`src/rtl/evt_timer_pkg.sv`:
```
package evt_timer_pkg;

    localparam int unsigned ADDR_W = 4;

    typedef enum logic [ADDR_W-1:0] {
        A_ID      = 4'd0,
        A_SYSCFG  = 4'd1,
        A_STATUS  = 4'd2,
        A_INT_EN  = 4'd3,
        A_WAKE_EN = 4'd4,
        A_CTRL    = 4'd5,
        A_COUNT   = 4'd6,
        A_RELOAD  = 4'd7,
        A_FIRE    = 4'd8,
        A_PEND    = 4'd9,
        A_MATCH   = 4'd10,
        A_SYNC    = 4'd11
    } reg_addr_e;

    typedef enum logic [1:0] {
        TRG_NONE = 2'd0,
        TRG_OVF  = 2'd1,
        TRG_BOTH = 2'd2,
        TRG_RSVD = 2'd3
    } trig_e;

    // Packed most-significant field first: the positions are the software view.
    typedef struct packed {
        logic       pin_in;    // 14
        logic       cap_sel2;  // 13 (stored only)
        logic       toggle;    // 12
        trig_e      trig;      // 11:10
        logic [1:0] cap_mode;  // 9:8 (stored only)
        logic       dflt;      // 7
        logic       cmp_en;    // 6
        logic       pre_en;    // 5
        logic [2:0] ptv;       // 4:2
        logic       auto_rl;   // 1
        logic       start;     // 0
    } ctrl_t;

    localparam int unsigned EVT_N   = 3;   // top slot is the capture event, never raised
    localparam int unsigned EVT_MAT = 0;
    localparam int unsigned EVT_OVF = 1;

    localparam int unsigned CFG_W    = 10;
    localparam logic [CFG_W-1:0] CFG_MASK = 10'h33D;
    localparam logic [7:0]       REV_ID   = 8'h21;

endpackage

```
`src/rtl/evt_timer_prescale.sv`:
```
module evt_timer_prescale #(
    parameter int unsigned PTV_W = 3
) (
    input  logic             clk,
    input  logic             rst_n,
    input  logic             clr,
    input  logic             run,
    input  logic             pre_en,
    input  logic [PTV_W-1:0] ptv,
    output logic             tick
);
    localparam int unsigned DIV_W = 1 << PTV_W;

    logic [DIV_W-1:0] div_d, div_q;
    logic [DIV_W:0]   period;
    logic [DIV_W-1:0] limit;

    always_comb begin
        period = (DIV_W+1)'(1) << (int'(ptv) + 1);
        limit  = DIV_W'(period - (DIV_W+1)'(1));
        tick   = run && (!pre_en || (div_q == limit));
        if (clr || !run || !pre_en || tick) begin
            div_d = '0;
        end else begin
            div_d = div_q + DIV_W'(1);
        end
    end

    always_ff @(posedge clk or negedge rst_n) begin
        if (!rst_n) div_q <= '0;
        else        div_q <= div_d;
    end
endmodule

```
`src/rtl/evt_timer_count.sv`:
```
module evt_timer_count #(
    parameter int unsigned CNT_W = 32
) (
    input  logic             clk,
    input  logic             rst_n,
    input  logic             clr,
    input  logic             tick,
    input  logic             auto_rl,
    input  logic             cmp_en,
    input  logic [CNT_W-1:0] load_val,
    input  logic [CNT_W-1:0] match_val,
    input  logic             set_wr,
    input  logic [CNT_W-1:0] set_val,
    input  logic             fire,
    output logic [CNT_W-1:0] count,
    output logic             ovf_evt,
    output logic             mat_evt,
    output logic             stop_req
);
    typedef struct packed {
        logic [CNT_W-1:0] count;
        logic             ovf;
        logic             mat;
    } cnt_state_t;

    cnt_state_t c_d, c_q;
    logic       at_top;

    always_comb begin
        at_top   = &c_q.count;
        stop_req = tick && at_top && !auto_rl && !set_wr && !fire;
        c_d      = c_q;
        c_d.ovf  = 1'b0;
        c_d.mat  = 1'b0;
        if (set_wr) begin
            c_d.count = set_val;
        end else if (fire) begin
            c_d.count = load_val;
        end else if (tick) begin
            if (at_top) begin
                c_d.ovf   = 1'b1;
                c_d.count = auto_rl ? load_val : '0;
            end else begin
                c_d.count = c_q.count + CNT_W'(1);
            end
            c_d.mat = cmp_en && (c_d.count == match_val);
        end
        if (clr) begin
            c_d = '0;
        end
    end

    always_ff @(posedge clk or negedge rst_n) begin
        if (!rst_n) c_q <= '0;
        else        c_q <= c_d;
    end

    assign count   = c_q.count;
    assign ovf_evt = c_q.ovf;
    assign mat_evt = c_q.mat;
endmodule

```
`src/rtl/evt_timer_pin.sv`:
```
module evt_timer_pin
    import evt_timer_pkg::*;
(
    input  logic  clk,
    input  logic  rst_n,
    input  logic  clr,
    input  trig_e trig,
    input  logic  toggle,
    input  logic  dflt,
    input  logic  pin_in,
    input  logic  ovf_evt,
    input  logic  mat_evt,
    output logic  pin
);
    logic pin_d, pin_q;
    logic hit;

    always_comb begin
        hit = (((trig == TRG_OVF) || (trig == TRG_BOTH)) && ovf_evt) ||
              ((trig == TRG_BOTH) && mat_evt);
        pin_d = pin_q;
        if (clr) begin
            pin_d = 1'b0;
        end else if (!pin_in) begin
            if (trig == TRG_NONE) begin
                pin_d = dflt;
            end else if (toggle) begin
                if (hit) pin_d = ~pin_q;
            end else begin
                pin_d = dflt ^ hit;
            end
        end
    end

    always_ff @(posedge clk or negedge rst_n) begin
        if (!rst_n) pin_q <= 1'b0;
        else        pin_q <= pin_d;
    end

    assign pin = pin_q;
endmodule

```
`src/rtl/evt_timer_regs.sv`:
```
module evt_timer_regs
    import evt_timer_pkg::*;
#(
    parameter int unsigned DW = 32
) (
    input  logic              clk,
    input  logic              rst_n,
    input  logic              bus_wr,
    input  logic [ADDR_W-1:0] bus_addr,
    input  logic [DW-1:0]     bus_wdata,
    output logic [DW-1:0]     bus_rdata,
    input  logic [DW-1:0]     count,
    input  logic              ovf_evt,
    input  logic              mat_evt,
    input  logic              stop_req,
    output ctrl_t             ctrl,
    output logic [DW-1:0]     load_val,
    output logic [DW-1:0]     match_val,
    output logic              irq,
    output logic              wake,
    output logic              sreset,
    output logic              cnt_wr,
    output logic              fire,
    output logic              ctrl_wr
);
    typedef struct packed {
        logic [CFG_W-1:0] cfg;
        logic             posted;
        logic [EVT_N-1:0] status;
        logic [EVT_N-1:0] int_en;
        logic [EVT_N-1:0] wake_en;
        ctrl_t            ctrl;
        logic [DW-1:0]    load;
        logic [DW-1:0]    match;
        logic             wake;
    } regs_t;

    localparam regs_t REGS_RST = '{posted: 1'b1, default: '0};

    regs_t            r_d, r_q;
    logic [EVT_N-1:0] ev;

    assign sreset  = bus_wr && bus_wdata[1] &&
                     ((bus_addr == A_SYSCFG) || (bus_addr == A_SYNC));
    assign cnt_wr  = bus_wr && (bus_addr == A_COUNT);
    assign fire    = bus_wr && (bus_addr == A_FIRE);
    assign ctrl_wr = bus_wr && (bus_addr == A_CTRL);

    always_comb begin
        ev          = '0;
        ev[EVT_MAT] = mat_evt;
        ev[EVT_OVF] = ovf_evt;
        r_d         = r_q;
        r_d.wake    = |(ev & r_q.wake_en);
        if (stop_req) r_d.ctrl.start = 1'b0;
        if (bus_wr) begin
            case (bus_addr)
                A_SYSCFG:  r_d.cfg     = bus_wdata[CFG_W-1:0] & CFG_MASK;
                A_STATUS:  r_d.status  = r_q.status & ~bus_wdata[EVT_N-1:0];
                A_INT_EN:  r_d.int_en  = bus_wdata[EVT_N-1:0];
                A_WAKE_EN: r_d.wake_en = bus_wdata[EVT_N-1:0];
                A_CTRL:    r_d.ctrl    = ctrl_t'(bus_wdata[$bits(ctrl_t)-1:0]);
                A_RELOAD:  r_d.load    = bus_wdata;
                A_MATCH:   r_d.match   = bus_wdata;
                A_SYNC:    r_d.posted  = bus_wdata[2];
                default:   ;
            endcase
        end
        r_d.status = r_d.status | (ev & r_q.int_en);
        if (sreset) begin
            r_d = REGS_RST;
        end
    end

    always_ff @(posedge clk or negedge rst_n) begin
        if (!rst_n) r_q <= REGS_RST;
        else        r_q <= r_d;
    end

    always_comb begin
        case (bus_addr)
            A_ID:      bus_rdata = DW'(REV_ID);
            A_SYSCFG:  bus_rdata = DW'(r_q.cfg);
            A_STATUS:  bus_rdata = DW'(r_q.status);
            A_INT_EN:  bus_rdata = DW'(r_q.int_en);
            A_WAKE_EN: bus_rdata = DW'(r_q.wake_en);
            A_CTRL:    bus_rdata = DW'(r_q.ctrl);
            A_COUNT:   bus_rdata = count;
            A_RELOAD:  bus_rdata = r_q.load;
            A_FIRE:    bus_rdata = '1;
            A_PEND:    bus_rdata = '0;
            A_MATCH:   bus_rdata = r_q.match;
            A_SYNC:    bus_rdata = DW'({r_q.posted, 2'b00});
            default:   bus_rdata = '0;
        endcase
    end

    assign ctrl      = r_q.ctrl;
    assign load_val  = r_q.load;
    assign match_val = r_q.match;
    assign irq       = |r_q.status;
    assign wake      = r_q.wake;
endmodule

```
`src/rtl/evt_timer.sv`:
```
module evt_timer
    import evt_timer_pkg::*;
#(
    parameter int unsigned CNT_W = 32,
    parameter int unsigned PTV_W = 3
) (
    input  logic              clk,
    input  logic              rst_n,
    input  logic              bus_wr,
    input  logic [ADDR_W-1:0] bus_addr,
    input  logic [CNT_W-1:0]  bus_wdata,
    output logic [CNT_W-1:0]  bus_rdata,
    output logic              irq,
    output logic              wake,
    output logic              tmr_out
);
    ctrl_t            ctrl;
    logic [CNT_W-1:0] count, load_val, match_val;
    logic             tick, ovf_evt, mat_evt, stop_req;
    logic             cnt_wr, fire, ctrl_wr, sreset;

    evt_timer_regs #(.DW(CNT_W)) u_regs (
        .clk       (clk),
        .rst_n     (rst_n),
        .bus_wr    (bus_wr),
        .bus_addr  (bus_addr),
        .bus_wdata (bus_wdata),
        .bus_rdata (bus_rdata),
        .count     (count),
        .ovf_evt   (ovf_evt),
        .mat_evt   (mat_evt),
        .stop_req  (stop_req),
        .ctrl      (ctrl),
        .load_val  (load_val),
        .match_val (match_val),
        .irq       (irq),
        .wake      (wake),
        .sreset    (sreset),
        .cnt_wr    (cnt_wr),
        .fire      (fire),
        .ctrl_wr   (ctrl_wr)
    );

    evt_timer_prescale #(.PTV_W(PTV_W)) u_pre (
        .clk    (clk),
        .rst_n  (rst_n),
        .clr    (ctrl_wr || sreset),
        .run    (ctrl.start),
        .pre_en (ctrl.pre_en),
        .ptv    (ctrl.ptv),
        .tick   (tick)
    );

    evt_timer_count #(.CNT_W(CNT_W)) u_cnt (
        .clk       (clk),
        .rst_n     (rst_n),
        .clr       (sreset),
        .tick      (tick),
        .auto_rl   (ctrl.auto_rl),
        .cmp_en    (ctrl.cmp_en),
        .load_val  (load_val),
        .match_val (match_val),
        .set_wr    (cnt_wr),
        .set_val   (bus_wdata),
        .fire      (fire),
        .count     (count),
        .ovf_evt   (ovf_evt),
        .mat_evt   (mat_evt),
        .stop_req  (stop_req)
    );

    evt_timer_pin u_pin (
        .clk     (clk),
        .rst_n   (rst_n),
        .clr     (sreset),
        .trig    (ctrl.trig),
        .toggle  (ctrl.toggle),
        .dflt    (ctrl.dflt),
        .pin_in  (ctrl.pin_in),
        .ovf_evt (ovf_evt),
        .mat_evt (mat_evt),
        .pin     (tmr_out)
    );
endmodule

```
`config.mk`:
```
export PLATFORM = sky130hd
export DESIGN_NAME = evt_timer
export DESIGN_NICKNAME = d
export VERILOG_FILES = /design/src/rtl/evt_timer_pkg.sv /design/src/rtl/evt_timer_prescale.sv /design/src/rtl/evt_timer_count.sv /design/src/rtl/evt_timer_pin.sv /design/src/rtl/evt_timer_regs.sv /design/src/rtl/evt_timer.sv
export SDC_FILE = /design/constraint.sdc
export NUM_CORES = 1
export LEC_CHECK = 0
export BUFFER_PORTS_ARGS = -buffer_cell sky130_fd_sc_hd__buf_2
export CAP_MARGIN = 20
export CORE_MARGIN = 4
export CORE_UTILIZATION = 30
export CTS_BUF_LIST = sky130_fd_sc_hd__clkbuf_16
export CTS_CLUSTER_SIZE = 16
export DETAILED_ROUTE_END_ITERATION = 7
export GPL_TIMING_DRIVEN = 0
export PLACE_DENSITY = 0.53
export SLEW_MARGIN = 20
export SYNTH_ARGS = -nofsm -noshare
export SYNTH_HDL_FRONTEND = slang
export SYNTH_SLANG_ARGS = --single-unit
export TNS_END_PERCENT = 100
```
`constraint.sdc`:
```
create_clock -name clk -period 3.5 [get_ports clk]
set_input_delay 0.35 -clock clk [delete_from_list [all_inputs] [get_ports clk]]
set_output_delay 0.35 -clock clk [all_outputs]
set_load 0.005 [all_outputs]
```
# [Yosys cells after proc, flatten, opt, wreduce, memory -nomap -nowiden]
# Index checks and enable logic that the tools add are counted.
# W data, S select, Z words.
[totals] mem_count=0 elab_cells=130 latchBits=0 ram_bits=0 in_bits=39 ff_bits=143 mem_bits_ro=0
[op_classes] n_eq_ne=16 muxes=30 div=0 multipliers=0 n_addsub=4 n_reduce_logical=48 n_lt_le_gt_ge=0 shift=1 n_bitwise=7
[op_table] operator="$pmux W32 S11" n=1
[op_table] operator="$mux W32" n=9
[op_table] operator="$mux W100" n=1
[op_table] operator="$mux W99" n=1
[op_table] operator="$mux W34" n=2
[op_table] operator="$add A32 B1 Y32 const B" n=1
[op_table] operator="$eq A32 B32 Y1" n=1
[op_table] operator="$reduce_and A32 Y1" n=1
[op_table] operator="$shl A1 B32 Y8 const A" n=1
[op_table] operator="$eq A4 B3 Y1 const B" n=4
[op_table] operator="$reduce_and A2 Y1" n=8
[op_table] operator="$reduce_bool A2 Y1" n=8
[op_table] operator="$mux W15" n=1
[op_table] operator="$logic_and A1 B1 Y1" n=13
[op_table] operator="$eq A4 B4 Y1 const B" n=3
[op_table] operator="$mux W10" n=1
[op_table] operator="$mux W3" n=3
[op_table] operator="$add A8 B1 Y8 const B" n=1
[op_table] operator="$eq A4 B2 Y1 const B" n=2
[op_table] operator="$eq A8 B8 Y1" n=1
[op_table] operator="$logic_or A1 B1 Y1" n=8
[op_table] operator="$mux W1" n=8
[op_table] operator="$mux W8" n=1
[op_table] operator="$sub A8 B1 Y8 const B" n=1
[op_table] operator="other kinds (18)" n=25

# [Depth between registers and ports, before layout]
# Gate-level depths: netlist of the first run.
[depth] depth_word=15 mapped_depth=13 depth_no_buf=10

# [Hierarchy]
# A second synthesis of the first run with hierarchy kept.
[unflattened] cells_unflattened=1261 area_unflattened_um2=10328.7
[by_module_without_submodules] module="evt_timer_regs" area_per_inst_um2=5729.2 instances=1 cells_per_inst=679 seq_area_each_um2=2428.6
[by_module_without_submodules] module="evt_timer_count" area_per_inst_um2=3753.6 instances=1 cells_per_inst=495 seq_area_each_um2=850.8
[by_module_without_submodules] module="evt_timer_prescale" area_per_inst_um2=709.4 instances=1 cells_per_inst=72 seq_area_each_um2=200.2
[by_module_without_submodules] module="evt_timer_pin" area_per_inst_um2=130.1 instances=1 cells_per_inst=14 seq_area_each_um2=25.0
[by_module_without_submodules] module="evt_timer" area_per_inst_um2=6.3 instances=1 cells_per_inst=1 seq_area_each_um2=0.0

# [Least setup slack after synthesis of the first run]
# No wires, ideal clock.
[synth_path] path_type="register -> register" startpoint="register u_regs.r_q, in the netlist u_regs.ctrl[3]" endpoint="register u_cnt.c_q, in the netlist u_cnt.count[3]" required_ns=3.373 slack_ns=0.386 arrival_ns=2.987 setup_time_ns=0.127 stages_incl_launch_ff=13 period_less_slack_ns=3.114 cell_sequence="dfrtp_1 clkbuf_1 or3_1 ha_1 xor2_1 o2111ai_1 o41ai_2 a21o_1 clkbuf_1 nand2_1 clkbuf_1 a221oi_1 nor2_1"
[synth_via] elab_chain_len=7
[synth_lines] element="start: declaration" line="evt_timer_regs.sv:40" text="regs_t r_d, r_q;"
[synth_lines] element="start signal: assignment" line="evt_timer_regs.sv:77" text="else r_q <= r_d;"
[synth_lines] element="$add A3 B1 Y4" line="evt_timer_prescale.sv:19" text="period = (DIV_W+1)'(1) << (int'(ptv) + 1);"
[synth_lines] element="$shl A1 B32 Y8" line="evt_timer_prescale.sv:19"
[synth_lines] element="$sub A8 B1 Y8" line="evt_timer_prescale.sv:20" text="limit = DIV_W'(period - (DIV_W+1)'(1));"
[synth_lines] element="$eq A8 B8 Y1" line="evt_timer_prescale.sv:21" text="tick = run && (!pre_en || (div_q == limit));"
[synth_lines] element="$logic_or A1 B1 Y1" line="evt_timer_prescale.sv:21"
[synth_lines] element="$logic_and A1 B1 Y1" line="evt_timer_prescale.sv:21"
[synth_lines] element="$reduce_bool A4 Y1 (no source line)"
[synth_lines] element="end signal: assignment" line="evt_timer_count.sv:54" text="if (!rst_n) c_q <= '0;"
[synth_lines] element="end signal: assignment" line="evt_timer_count.sv:55" text="else c_q <= c_d;"
[synth_lines] element="end: declaration" line="evt_timer_count.sv:26" text="cnt_state_t c_d, c_q;"
# No other way between the ends.
# A chain may end at the register's enable or synchronous reset.

# [Final worst setup path of the first run]
[layout_path] startpoint="input bus_addr[0]" endpoint="output bus_rdata[0]"
[layout_via] elab_chain_len=2
[layout_lines] element="start: declaration" line="evt_timer.sv:10" text="input logic [ADDR_W-1:0] bus_addr,"
[layout_lines] element="$eq A4 B4 Y1 (tied with other cells)" line="evt_timer_regs.sv:81" text="case (bus_addr)"
[layout_lines] element="$pmux W32 S11 *" line="evt_timer_regs.sv:81"
[layout_lines] element="end: declaration" line="evt_timer.sv:12" text="output logic [CNT_W-1:0] bus_rdata,"
# Mark *: on every way between the ends. The rest lies on a longest branch, timed or not.

==> impl_metrics.yaml, run 1 <==
clock_tree:
  cts.sinks: 140
  clk_latency_ns: 0.44
  cts_tree: "done"
  clockBufferDepth: 2
  numCtsBuffers: 17
  h-tree-depth: 4
  cts-root-buf: "clkbuf_16"
  clk_pin_slew_ns: 0.06
setup_path:
  cp_max_fo: 10
  arrival_ns: 3.13
  reg2regPathDepth: 11
  cp_data_required_time_ns: 3.15
  cp_top_family: "buffers and inverters"
  path_class: "input port to output pin"
  cp_slowest_stage_delay_ns: 0.81
  rrSetupSlack_ns: 0.14
  crit_slowest_cell: "nor2_1"
  critPathLaunchType: "input port"
  reg2reg_to: "u_cnt.mat_evt"
  cp_cell_sequence: "buf_2 -> clkbuf_1 -> nand2b_1 -> nor2_1 -> clkbuf_1 -> a22oi_1 -> o2111ai_1 -> buf_2"
  r2r-start: "u_regs.ctrl[1]"
  end_kind: "output pin"
  worst-path-stages: 8
  critical_path_buf_inv_count: 4
timing:
  holdWs_ns: 0.166
  relSlewSlack: 0.274
  rsz0062_at_grt: "false"
  setup_ws_ns: 0.0179
  slew_violations: 0
  hold_viol_final: 0
  post-route-period-util: 0.995
  min_period_ns: 3.48
  worstMarginPinSlew_ns: 1.09
  setup_tns_ns: 0
  finClkSkew_ns: 0.0110
  fmax_mhz: 287
  setup_violations: 0
die:
  std_cell_rows: 62
  core_sq_um: 28900
  start_util: 0.306
  ioPinCount: 74
  die_x_um: 180
  die_height_um: 180
  die_area_sq_um: 32300
detailed_routing:
  ant_nets: 0
  firstDrtPassIters: 6
  wl_per_cell_um: 24.8
  drc: 0
  viasPerCell: 5.84
  vias: 9384
  drtIter0Drc: 1113
  drt_wl_total_mm: 39.8
synth:
  yosysTopAreaCellShare: 0.394
  synth-main-ff-cell: "dfrtp_1"
  netlist_instances: 1120
  synth_top_cell_by_area: "dfrtp_1"
  ys_async_sr_fraction: 1.00
  syn-cell-area_sq_um: 8840
  yosys-top-cells-area: "dfrtp_1 (39%), nand2_1 (11%), a21oi_1 (7.8%)"
  avgSynthCellArea_sq_um: 7.89
  yosysSeqAreaShare: 0.397
  synth_most_common_cell: "nand2_1"
  yosysUniqueCellTypes: 74
  synth-edff-count: 0
  yosysWarnings: 0
  syn_nets: 1164
  ys_seq_elements: 140
  synth_common_cells: "nand2_1 (253), dfrtp_1 (139), a21oi_1 (138)"
global_route:
  track_usage: 0.243
  grt_max_degree: 91
  grt-ovfl-total: 0
  grt_pass1_wl_mm: 59.9
  grt_pass1_vias: 9153
  antenna_found_initial: 1
min_path:
  min_from: "bus_wdata[21]"
  hp-class: "input port to register"
  hold_path_depth: 3
  min_to: "u_regs.load_val[21]"
power_and_ir_drop:
  ir_worst_vdd_mv: 0.292
  leakagePower_uw: 0.00431
  power_density_nw_per_um2: 599
place:
  pre_cts_slack_ns: -0.864
  dp_hpwl_mm: 28.6
  place.gp.congestion: 0.975
  port_buffers: 69
final_layout:
  syn_to_final_growth_pct: 17.7
  layout-drive-gt1-share: 0.130
  final_net_count: 1254
  num-fill-cells: 3102
  antennaDiodeCount: 0
run:
  cap_violations: 0
outcome:
  status: "finished, final reports clean"
==> metrics by stage <==
step | total power (uW) | utilization | instances | area (sq um)
3_3_place_gp | 4270 | 0.335 | 1573 | 9660
4_1_cts | 6160 | 0.359 | 1609 | 10300
3_5_place_dp | 4300 | 0.336 | 1574 | 9700
6_report | 6230 | 0.360 | 1607 | 10400
5_1_grt | 6520 | 0.360 | 1607 | 10400
2_1_floorplan | 3590 | - | 1120 | 8840
==> kinds of logic (layout without fill, tap and decap cells) <==
family          count (synthesis)  count (layout)  synth area share
fa+ha+maj                       6               6           0.00821
mux                             4               4           0.00467
xor+xnor                       51              51            0.0505
other cells                     1               1          0.000424
flops                         140             140             0.397
buf+inv                       112             215            0.0493
compound gates                333             333             0.244
simple gates                  473             473             0.246
==> flip-flops by register name, indices dropped and copies added (netlist names) <==
name              count
u_regs.match_val     32
u_cnt.ovf_evt         1
u_cnt.mat_evt         1
u_regs.load_val      32
u_pre.div_q           8
u_regs.ctrl          15
u_cnt.count          32
u_regs.wake           1
u_pin.pin             1
u_regs.r_q           17
==> worst min-delay path, delay by kind of cell <==
| family | cells | cell delay (ns) |
|---|---|---|
| AO/OA/AOI/OAI | 1 | 0.05 |
| buffers and inverters | 1 | 0.11 |
| AND/OR/NAND/NOR | 1 | 0.05 |
==> power breakdown <==
| part | switching [uW] | leakage (uW) | total, uW | internal, uW |
|---|---|---|---|---|
| clock | 798 | 0.000274 | 1840 | 1050 |
| sequential | 544 | 0.00183 | 2520 | 1980 |
| combinational | 1110 | 0.00221 | 1870 | 753 |
| total | 2450 | 0.00431 | 6230 | 3780 |
==> cell type report <==
type / instances / area [sq um] / share of cell area
Buffer: 86 / 348 / 0.0334
Clock buffer: 17 / 425 / 0.0409
Clock inverter: 15 / 150 / 0.0144
Inverter: 20 / 75.1 / 0.00722
Multi-Input combinational cell: 868 / 4970 / 0.478
Sequential cell: 140 / 3510 / 0.337
Tap cell: 384 / 480 / 0.0462
Timing Repair Buffer: 77 / 438 / 0.0421
==> layer usage <==
metal  track usage  vias up  share of wire
li1              -     4208              -
met1         0.324     4638           0.42
met2         0.375      444           0.44
met3        0.0707       92          0.094
met4        0.0893        2          0.036
met5             0        -        0.00018
==> timing repair <==
action / 4_1_cts / 5_1_grt
buffers inserted: 4 / 2
resized for setup: 12 / 19
hold buffers: 1 / 0
setup endpoints to repair: 32 / 36
pin swaps: 2 / 2
hold endpoints to repair: 50 / 0
==> how the worst max path moves through the flow <==
stage,end,from
finish,bus_rdata[0],bus_addr[0]
global route,bus_rdata[0],bus_addr[0]
CTS,bus_rdata[6],bus_addr[0]
detailed placement,u_cnt.count[18],u_regs.ctrl[3]
global placement,u_cnt.count[6],u_regs.ctrl[3]
floorplan,u_cnt.count[3],u_regs.ctrl[3]
==> placed cells by master, fill, tap and decap left out, types with 4 or more instances in the layout <==
cell        count
a211oi_1       12
a21o_1          4
a21oi_1       138
a221oi_1       23
a222oi_1       11
a22oi_1        31
a31oi_1         6
a32o_1          5
and2_1          6
and3_1         11
and4_1          4
buf_2          79
buf_4           8
clkbuf_1       67
clkbuf_16      17
clkinvlp_4      5
dfrtp_1       137
ha_1            4
inv_1          22
nand2_1       252
nand2b_1        5
nand3_1        53
nand4_1        14
nor2_1         61
nor3_1         27
o2111ai_1       4
o211ai_1        6
o21ai_0        46
o221ai_1       11
o22ai_1         6
or2_2           4
or3_1           4
xnor2_1        31
xor2_1         20
Power figures use the tool's default switching activity.
==> run 2: changes to the inputs <==
--- a/config.mk
+++ b/config.mk
@@ -14,6 +14,7 @@
 export DETAILED_ROUTE_END_ITERATION = 7
 export GPL_TIMING_DRIVEN = 0
 export PLACE_DENSITY = 0.53
+export REMOVE_ABC_BUFFERS = 1
 export SLEW_MARGIN = 20
 export SYNTH_ARGS = -nofsm -noshare
 export SYNTH_HDL_FRONTEND = slang
==> run 2 against run 1 <==
  * First-iteration DRC count is 24% lower
  * Total power is 2.3% lower
  * Critical path depth is 1 higher
  * Largest cell class unchanged
  * Register-to-register slack worse by 0.08 ns
  * Routed wire length is 18% lower
  * Maximum frequency is 1.2% higher
  * Worst hold slack worse by 0.0011 ns
  * Die area stayed put
==> impl_metrics.yaml, run 2 (synthesis gave the netlist of run 1 again) <==
timing:
  relSlewSlack: 0.320
  worstMarginPinSlew_ns: 1.02
  hold_viol_final: 0
  rsz0062_at_grt: "true"
  setup_ws_ns: 0.0587
  fmax_mhz: 291
  holdWs_ns: 0.165
  setup_violations: 0
  slew_violations: 0
  post-route-period-util: 0.983
  setup_tns_ns: 0
  min_period_ns: 3.44
  finClkSkew_ns: 0.00767
power_and_ir_drop:
  p_comb_frac: 0.281
  ir_worst_vdd_mv: 0.391
  pwr-share-seq: 0.429
  power_density_nw_per_um2: 586
  switchingPower_uw: 2340
  intPower_uw: 3750
  switching_share: 0.385
  leakagePower_uw: 0.00429
  share_clk_of_total_power: 0.291
setup_path:
  critPathLaunchType: "register"
  arrival_ns: 3.76
  cp_data_required_time_ns: 3.81
  reg2regPathDepth: 9
  rrSetupSlack_ns: 0.06
  end_kind: "register"
  path_class: "register to register"
  cp_max_fo: 8
final_layout:
  final_cell_area_sq_um: 10400
  final_cells: 1536
  layout_commonest_cell: "nand2_1"
  layout-drive-gt1-share: 0.151
  syn_to_final_growth_pct: 17.6
  multi_input_area_sq_um: 5070
  layout_common_cells: "nand2_1 (248), a21oi_1 (138), dfrtp_1 (135)"
  antennaDiodeCount: 0
  register_area_sq_um: 3510
  num-fill-cells: 3070
  final_net_count: 1185
place:
  placed_cell_area_sq_um: 9660
  place.gp.congestion: 0.926
  pre_cts_slack_ns: -0.943
  port_buffers: 73
  place_inst: 1499
  dp_hpwl_mm: 22.5
clock_tree:
  cts-root-buf: "clkbuf_16"
  cts_tree: "done"
  numCtsBuffers: 17
  clockBufferDepth: 2
  clk_latency_ns: 0.44
  cts.sinks: 140
  clk_pin_slew_ns: 0.06
  h-tree-depth: 4
die:
  ioPinCount: 74
  die_x_um: 180
  die_area_sq_um: 32300
  core_sq_um: 28900
  start_util: 0.306
  std_cell_rows: 62
  die_height_um: 180
global_route:
  grt_max_degree: 93
  antenna_found_initial: 0
  track_usage: 0.199
  grt_pass1_wl_mm: 51.5
  grt_pass1_vias: 8526
  grt-ovfl-total: 0
detailed_routing:
  drt_wl_total_mm: 32.7
  drtIter0Drc: 843
  firstDrtPassIters: 6
  vias: 8818
  drc: 0
  viasPerCell: 5.74
  ant_nets: 0
  wl_per_cell_um: 21.3
min_path:
  hold_path_depth: 3
  hp-class: "input port to register"
run:
  cap_violations: 0
outcome:
  status: "finished, final reports clean"
## run 2: worst max-delay path: stages, from the launching register on
cell and delay, ns:
dfrtp_1 0.52, nand4_4 0.23, or4_2 0.79, nor3_2 0.37, xnor2_1 0.17, o21ai_1 0.10, xor2_1 0.17, nor4_2 0.38
nand4_1 0.20, nor4_4 0.38
## run 2: worst paths after layout
kind | startpoint | end
min in group asynchronous | rst_n | u_regs.load_val[27]
hold reg to reg | u_regs.r_q[89] | u_regs.r_q[89]
max in group asynchronous | rst_n | u_regs.ctrl[1]
hold / removal | bus_wdata[21] | u_regs.match_val[21]
setup / recovery | u_cnt.count[3] | u_cnt.mat_evt
setup reg to reg | u_cnt.count[3] | u_cnt.mat_evt
## run 2: what timing repair did
item	CTS	global route
resized for setup	17	12
endpoints found under the hold margin	48	0
pin swaps	3	1
setup buffers	5	1
setup endpoints to repair	31	21
hold buffers	1	0
## run 2: power groups by stage
| stage | Clock (uW) | Sequential [uW] | Combinational [uW] |
|---|---|---|---|
| floorplan | 0 | 2390 | 1140 |
| global placement | 0 | 2590 | 1580 |
| detailed placement | 0 | 2600 | 1620 |
| CTS | 1810 | 2570 | 1670 |
| global route | 1870 | 2670 | 1890 |
| finish | 1770 | 2610 | 1710 |
## run 2: routing by layer
layer | track usage | share of wire | vias to the layer above | routed length, um
met2 | 0.307 | 0.46 | 339 | 14900
li1 | - | - | 4064 | -
met3 | 0.0319 | 0.068 | 38 | 2230
met4 | 0.0546 | 0.017 | 0 | 544
met1 | 0.288 | 0.46 | 4377 | 15000
met5 | 0 | 0 | - | 0
## run 2: stage by stage
stage / util / power [uW]
floorplan: - / 3540
global placement: 0.323 / 4170
global route: 0.360 / 6430
detailed placement: 0.335 / 4220
CTS: 0.358 / 6050
finish: 0.360 / 6090
## run 2: layout make-up
cell class                      instances  area share
Tap cell                              384      0.0462
Sequential cell                       140       0.338
Multi-Input combinational cell        868       0.487
Timing Repair Buffer                   94      0.0678
Inverter                               20     0.00722
Clock buffer                           17      0.0409
Clock inverter                         13      0.0124
==> run 3: changes to the inputs <==
--- a/config.mk
+++ b/config.mk
@@ -10,13 +10,15 @@
 export CORE_MARGIN = 4
 export CORE_UTILIZATION = 30
 export CTS_BUF_LIST = sky130_fd_sc_hd__clkbuf_16
+export CTS_CLUSTER_DIAMETER = 100
 export CTS_CLUSTER_SIZE = 16
 export DETAILED_ROUTE_END_ITERATION = 7
 export GPL_TIMING_DRIVEN = 0
-export PLACE_DENSITY = 0.53
+export PLACE_DENSITY = 0.52
 export REMOVE_ABC_BUFFERS = 1
 export SLEW_MARGIN = 20
 export SYNTH_ARGS = -nofsm -noshare
 export SYNTH_HDL_FRONTEND = slang
+export SYNTH_HIERARCHICAL = 1
 export SYNTH_SLANG_ARGS = --single-unit
 export TNS_END_PERCENT = 100
==> run 3 against run 2 <==
  * The flow now finishes with violations (negative setup slack)
  * Final cell count grew 9.4%
  * First-iteration DRC count grew 1.9%
  * Cell area grew 9.7%
  * Global-route usage shrank 0.85 points
  * Flip-flop and latch count is the same
  * Sequential share of layout area shrank 3.0 points
  * Via count grew 6.1%
  * Total power shrank 1.2%
  * Critical endpoint is now u_cnt/mat_evt
  * Largest cell class unchanged
==> impl_metrics.yaml, run 3 <==
setup_path:
  end_kind: "register"
  reg2regPathDepth: 14
  arrival_ns: 4.39
  crit_slowest_cell: "or4_4"
  cp_data_required_time_ns: 3.80
  rrSetupSlack_ns: -0.59
  cp_max_fo: 6
  cp_slowest_stage_delay_ns: 0.54
  cp_cell_sequence: "or3_4 -> ha_4 -> nor4b_4 -> or4_4 -> a21boi_4 -> a32o_4 -> or3b_4 -> nor2_2 -> o311a_1 -> o221ai_2 -> a21oi_1 -> nand4_1 -> or4_4 -> nor4_4"
  path_common_cell: "or4_4"
  path_class: "register to register"
  worst-path-stages: 14
  critPathLaunchType: "register"
  critical_path_buf_inv_count: 0
  cp_top_family: "simple AND/OR/NAND/NOR gates"
detailed_routing:
  firstDrtPassIters: 5
  drtIter0Drc: 859
  drt_wl_total_mm: 36.3
  vias: 9354
  wl_per_cell_um: 21.6
  drc: 0
  viasPerCell: 5.57
  ant_nets: 0
clock_tree:
  clockBufferDepth: 2
  clk_latency_ns: 0.44
  h-tree-depth: 4
  numCtsBuffers: 17
  cts-root-buf: "clkbuf_16"
  cts.sinks: 140
  clk_pin_slew_ns: 0.07
  cts_tree: "done"
global_route:
  grt_max_degree: 83
  grt_pass1_vias: 9308
  track_usage: 0.190
  busiest_layer: "met2"
  antenna_found_initial: 0
  use_met2: 0.298
  grt_pass1_wl_mm: 57.2
  grt_util_met1: 0.272
  use_met3: 0.0292
  grt-ovfl-total: 0
die:
  die_x_um: 193
  ioPinCount: 74
  start_util: 0.306
  die_area_sq_um: 37400
  core_sq_um: 33700
  die_height_um: 193
  std_cell_rows: 67
final_layout:
  layout_common_cells: "nand2_1 (226), dfrtp_1 (136), a21oi_1 (107)"
  fin_util: 0.338
  syn_to_final_growth_pct: 10.6
  multi_input_area_sq_um: 5820
  final_net_count: 1263
  layout_commonest_cell: "nand2_1"
  layout-drive-gt1-share: 0.162
  antennaDiodeCount: 0
  num-fill-cells: 3585
  register_area_sq_um: 3510
place:
  place.gp.congestion: 0.866
  dp_hpwl_mm: 24.4
  port_buffers: 73
power_and_ir_drop:
  ir_worst_vdd_mv: 0.396
  power_density_nw_per_um2: 528
  p_total_uw: 6020
  leakagePower_uw: 0.00474
synth:
  avgSynthCellArea_sq_um: 8.19
  yosysWarnings: 6
  syn-cell-area_sq_um: 10300
  netlist_instances: 1258
timing:
  worstMarginPinSlew_ns: 1.08
  min_period_ns: 4.09
  finClkSkew_ns: 0.0121
  relSlewSlack: 0.275
  rsz0062_at_grt: "true"
  post-route-period-util: 1.17
  setup_tns_ns: -8.91
  slew_violations: 0
  holdWs_ns: 0.162
  fmax_mhz: 245
  setup_violations: 28
  hold_viol_final: 0
  setup_ws_ns: -0.587
outcome:
  violations: "negative setup slack"
  status: "finished, violations left"
min_path:
  hold_path_depth: 3
  hp-class: "input port to register"
run:
  cap_violations: 0
==> run 3: final timing paths <==
kind / startpoint / to
worst max-delay path: u_regs/ctrl[3] / u_cnt/mat_evt
worst min register to register: u_regs/r_q[82] / u_regs/r_q[82]
min in group asynchronous: rst_n / u_regs/match_val[25]
worst max register to register: u_regs/ctrl[3] / u_cnt/mat_evt
worst min-delay path: bus_wdata[28] / u_regs/load_val[28]
max in group asynchronous: rst_n / u_regs/r_q[89]
==> run 3: layout make-up <==
cell class / count / area share
multi-input cells: 920 / 0.510
well taps: 448 / 0.0492
clock inverters: 15 / 0.0155
inverters: 31 / 0.0106
clock buffers: 17 / 0.0373
flip-flops and latches: 140 / 0.308
repair buffers: 109 / 0.0693
==> run 3: routing by layer <==
metal	vias to the layer above	routed length, um
li1	4381	-
met1	4546	16400
met2	378	16600
met3	49	2380
met4	0	858
met5	-	0
==> run 3: report_power, final <==
group	switching [uW]	total, uW	leakage [uW]	internal (uW)
combinational	911	1640	0.00259	733
clock	797	1920	0.000300	1120
sequential	526	2450	0.00185	1930
==> run 3: what timing repair did <==
action,CTS,global route
resized for setup,23,2
endpoints found under the setup margin,35,40
hold buffers,1,0
setup buffers,14,3
pin swaps,12,0
cloned,1,0
hold endpoints to repair,81,0
==> run 3: worst min-delay path, cell delays in order <==
cell,delay (ns)
buf_2,0.12
nand2_1,0.05
a21oi_1,0.05
==> run 3: metrics by stage <==
step / cell area (sq um) / cells / worst slack [ns]
2_1_floorplan: 9270 / 1090 / -2.58
3_3_place_gp: 10200 / 1611 / -7.70
3_5_place_dp: 10500 / 1629 / -2.18
4_1_cts: 11400 / 1677 / -0.498
5_1_grt: 11400 / 1680 / -0.627
6_report: 11400 / 1680 / -0.587
